[src/rtl/irq_source_ctrl.sv]
module irq_source_ctrl #(
  parameter int SYNC_N = 2,
  parameter int AW     = 2
) (
  input  logic          clk,
  input  logic          rst_n,
  input  logic          ext_pin,
  input  logic [7:0]    port_in,
  input  logic          tmr_ovf,
  input  logic          reg_we,
  input  logic [AW-1:0] reg_addr,
  input  logic [7:0]    reg_wdata,
  output logic [7:0]    reg_rdata,
  input  logic          core_take,
  input  logic          ret_strobe,
  output logic          vec_pulse,
  output logic          irq,
  output logic          wake
);
  localparam int PW = 8;

  logic [SYNC_N-1:0]         ext_sync;
  logic [SYNC_N-1:0][PW-1:0] port_sync;
  logic                      ext_prev;
  logic [PW-1:0]             port_prev;
  logic [2:0]                flag_q, en_q;
  logic                      gie_q, rise_q;
  logic [PW-1:0]             mask_q;

  wire ext_s  = ext_sync[SYNC_N-1];
  wire [PW-1:0] port_s = port_sync[SYNC_N-1];
  wire ext_set = rise_q ? (ext_s & ~ext_prev) : (~ext_s & ext_prev);
  wire chg_set = |((port_s ^ port_prev) & mask_q);
  wire [2:0] hw_set = {chg_set, tmr_ovf, ext_set};
  wire ctl_wr = reg_we && reg_addr == AW'(0);
  wire cfg_wr = reg_we && reg_addr == AW'(1);
  wire msk_wr = reg_we && reg_addr == AW'(2);

  assign wake      = |(flag_q & en_q);
  assign irq       = gie_q & wake;
  assign vec_pulse = core_take & irq;

  always_comb
    case (reg_addr)
      AW'(0):  reg_rdata = {gie_q, en_q, 1'b0, flag_q};
      AW'(1):  reg_rdata = {7'd0, rise_q};
      AW'(2):  reg_rdata = mask_q;
      default: reg_rdata = 8'd0;
    endcase

  always_ff @(posedge clk or negedge rst_n)
    if (!rst_n) begin
      ext_sync  <= '0;
      port_sync <= '0;
      ext_prev  <= 1'b0;
      port_prev <= '0;
    end else begin
      ext_sync  <= {ext_sync[SYNC_N-2:0], ext_pin};
      port_sync <= {port_sync[SYNC_N-2:0], port_in};
      ext_prev  <= ext_s;
      port_prev <= port_s;
    end

  always_ff @(posedge clk or negedge rst_n)
    if (!rst_n) begin
      flag_q <= '0;
      en_q   <= '0;
      gie_q  <= 1'b0;
      rise_q <= 1'b1;
      mask_q <= '0;
    end else begin
      flag_q <= hw_set | (ctl_wr ? reg_wdata[2:0] : flag_q);
      if (ctl_wr) en_q <= reg_wdata[6:4];
      if (vec_pulse)       gie_q <= 1'b0;
      else if (ret_strobe) gie_q <= 1'b1;
      else if (ctl_wr)     gie_q <= reg_wdata[7];
      if (cfg_wr) rise_q <= reg_wdata[0];
      if (msk_wr) mask_q <= reg_wdata;
    end

  AST_EXT_SET_LANDS: assert property (@(posedge clk) disable iff (!rst_n) ext_set |=> flag_q[0]);
  AST_TMR_SETS_FLAG: assert property (@(posedge clk) disable iff (!rst_n) tmr_ovf |=> flag_q[1]);
  AST_FLAG_STICKY: assert property (@(posedge clk) disable iff (!rst_n)
    (flag_q[2] && !(ctl_wr && !reg_wdata[2])) |=> flag_q[2]);
  AST_TAKE_CLEARS_GIE: assert property (@(posedge clk) disable iff (!rst_n) vec_pulse |=> !gie_q);
  AST_RET_SETS_GIE: assert property (@(posedge clk) disable iff (!rst_n)
    (ret_strobe && !vec_pulse) |=> gie_q);
  AST_IRQ_NEEDS_WAKE: assert property (@(posedge clk) disable iff (!rst_n) irq |-> wake);
  AST_NO_FLAG_NO_WAKE: assert property (@(posedge clk) disable iff (!rst_n) (flag_q == 3'd0) |-> !wake);
  AST_MASKED_QUIET: assert property (@(posedge clk) disable iff (!rst_n)
    (mask_q == 8'd0 && !(ctl_wr && reg_wdata[2]) && !flag_q[2]) |=> !flag_q[2]);
endmodule

[config.mk]
export PLATFORM = sky130hd
export DESIGN_NAME = irq_source_ctrl
export DESIGN_NICKNAME = d
export VERILOG_FILES = /design/src/rtl/irq_source_ctrl.sv
export SDC_FILE = /design/constraint.sdc
export NUM_CORES = 1
export LEC_CHECK = 0
export BUFFER_PORTS_ARGS = -buffer_cell sky130_fd_sc_hd__buf_4
export CAP_MARGIN = 10
export CORE_ASPECT_RATIO = 1.25
export CORE_UTILIZATION = 52
export DETAILED_ROUTE_END_ITERATION = 12
export PLACE_DENSITY = 0.77
export SLEW_MARGIN = 0
export SYNTH_ARGS = -nofsm -noshare
export SYNTH_HDL_FRONTEND = slang
export SYNTH_SLANG_ARGS = --single-unit
[constraint.sdc]
create_clock -name clk -period 1.6 [get_ports clk]
set_clock_uncertainty 0.1 [all_clocks]
set_input_delay 0 -clock clk [delete_from_list [all_inputs] [get_ports clk]]
set_output_delay 0 -clock clk [all_outputs]
set_load 0.03 [all_outputs]
==> flow_summary.yaml <==
yosys:
  synth-seq-cells: 43
  synth_cell_types: 23
  synth_area_mm2: 0.00158
  ys.warnings.count: 0
  syn_inst: 104
  yosys.area.top_type: "dfrtp_1"
  synth-edff-count: 0
  syn_nets: 129
  async_flop_share: 1.00
  synthMostInstantiatedCell: "dfrtp_1"
  synth_area_leaders: "dfrtp_1 67%, mux2_2 8.6%, mux2i_1 5.7%"
  postSynthAreaPerCell_um2: 15.2
  synth_common_cells: "42 x dfrtp_1, 12 x mux2_2, 9 x mux2i_1, 8 x nor2_1, 8 x xor2_1"
  yosys.area.top_type_share: 0.666
  yosysSeqAreaShare: 0.682
  synth_flop_cell: "dfrtp_1"
status:
  outcome: "complete, but fails checks"
  violations: "negative setup slack"
detailed_routing:
  first_pass_iters: 4
  via_per_inst: 5.04
  wl_um: 2890
  vias: 1044
  drc: 0
  final_antenna_net_count: 0
  initialDrtViolationCount: 22
  wl_per_cell_um: 14.0
placed_design:
  pre_cts_slack_ps: 215
  numPortBuffers: 35
  placed_area_mm2: 0.00188
  gp_congestion: 0.748
  dp_hpwl_um: 1940
  dp_cells: 173
power_and_ir_drop:
  p_leak_nw: 1.02
  ir_drop_v: 0.000853
  power.density_mw_per_mm2: 1080
sta:
  setup_ws_ps: -97.5
  max_slew_margin: 0.656
  hold_viol: 0
  finalSetupViolCount: 2
  worst_slew_pin_slew_ps: 517
  slew_viol_final: 0
  fin_crit_sh: 1.06
  fin_tns_setup_ps: -176
  fmax_ghz: 0.589
  rsz0062_at_grt: "yes"
  min_period_ps: 1700
final_layout:
  fill_cells: 191
  area_growth_pct: 40.5
  layout.cells.non_filler: 207
  antenna_cells: 0
  final_core_util: 0.760
  design_area_mm2: 0.00222
  drive_gt1_frac: 0.339
  fin_nets: 195
min_path:
  min_from: "reg_addr[0]"
  hp-class: "in -> reg"
worst_setup_path:
  critPathKind: "reg -> out"
  cp.required_ps: 1500
  critPathMaxFanout: 2
  cp-startpoint: "flag_q[0]"
  r2r-start: "flag_q[1]"
  endpoint_kind: "primary output"
  critPathLaunchType: "register"
  arrival_ps: 1600
clocking:
  clock_path_buffers: 2
  cts_buffers: 5
  clk_pin_slew_worst_paths_ps: 110
  clk_latency_ps: 340
  cts-root-buf: "clkbuf_4"
  cts_sinks: 43
  cts_tree: "yes"
  htreeDepth: 2
die:
  die_h_um: 63.6
  die_w_um: 51.3
  start_util: 0.541
  pin_count: 36
  coreArea_mm2: 0.00292
  die_area_mm2: 0.00326
  rows: 22
grt:
  grt_overflow: 0
  grtUsageTotal: 0.212
  grt_max_degree: 44
  grt_pass1_vias: 1106
  antenna_found_initial: 0
  grt_pass1_wl_um: 4890
flow_run:
  drv_cap: 0
## final timing paths
kind	cells after the start	to	slack (ps)
min reg2reg	0	port_s[0]	260
max in group asynchronous	2	rise_q	970
max reg2reg	3	flag_q[1]	60
min in group asynchronous	2	mask_q[4]	70
min	4	flag_q[2]	60
max	4	vec_pulse	-100
## final cells by class
type                    count  area, um2  share of cell area
clock buffers               7       45.0              0.0203
clock inverters             1       30.0              0.0135
flip-flops and latches     43       1080               0.486
inverters                   1       3.75             0.00169
multi-input cells          58        488               0.220
repair buffers             61        529               0.239
well taps                  36       45.0              0.0203
## what timing repair did
action,CTS,global route
endpoints found under the setup margin,1,4
pin swaps,2,1
hold buffers,24,0
gates resized for setup,2,1
buffers inserted,2,0
hold endpoints to repair,68,0
## sequential cells by signal (all words and copies together), names as in the netlist
signal	flops
port_prev	8
en_q	3
ext_prev	1
gie_q	1
mask_q	8
port_sync	8
flag_q	3
rise_q	1
port_s	8
ext_sync	2
## placed cells by master, fill, tap and decap left out
cell type      count
a22o_1             1
dlygate4sd3_1     24
nor3b_4            1
nand4_1            1
mux2i_1            9
nor2_1             8
o21ai_0            1
and3b_1            1
dfstp_2            1
a22oi_1            2
clkbuf_1           2
and2_4             1
buf_6              3
buf_4             34
dfrtp_1           42
clkbuf_4           5
nor2b_1            3
inv_1              1
a222oi_1           1
nand2_1            2
mux2_2            12
a221oi_1           1
a211oi_1           1
nand3b_1           3
bufinv_16          1
o211ai_1           1
xor2_1             8
a211o_1            1
## worst max-delay path, stage by stage, from the launching register on
cell and delay (ps):
dfrtp_1 390, a222oi_1 440, nor2b_1 120, and2_4 170
buf_6 130
## cell families after synthesis
kind of cell | synth area share
AOI/OAI and AO/OA | 0.0452
and+or+nand+nor | 0.0769
muxes | 0.143
buffers and inverters | 0.00871
xor gates and xnor gates | 0.0444
DFF | 0.682
## power by group
part           internal (mW)  leakage (nW)  switching (mW)
Clock                  0.332        0.0395           0.306
Combinational          0.268         0.482           0.234
Sequential              1.19         0.494          0.0718
## per-stage QoR
stage / power, mW / hold slack [ps]
after floorplan: 1.53 / -396
after global placement: 1.70 / -103
after detailed placement: 1.72 / -89.5
after CTS: 2.43 / 42.0
after global routing: 2.53 / 63.3
final: 2.40 / 58.1
## routing by layer
layer  share of wire  track usage
met1            0.40        0.232
met2            0.54        0.383
met3           0.050       0.0580
met4           0.012       0.0709
met5               0            0
Note: power is estimated with default switching activity, not from simulation.
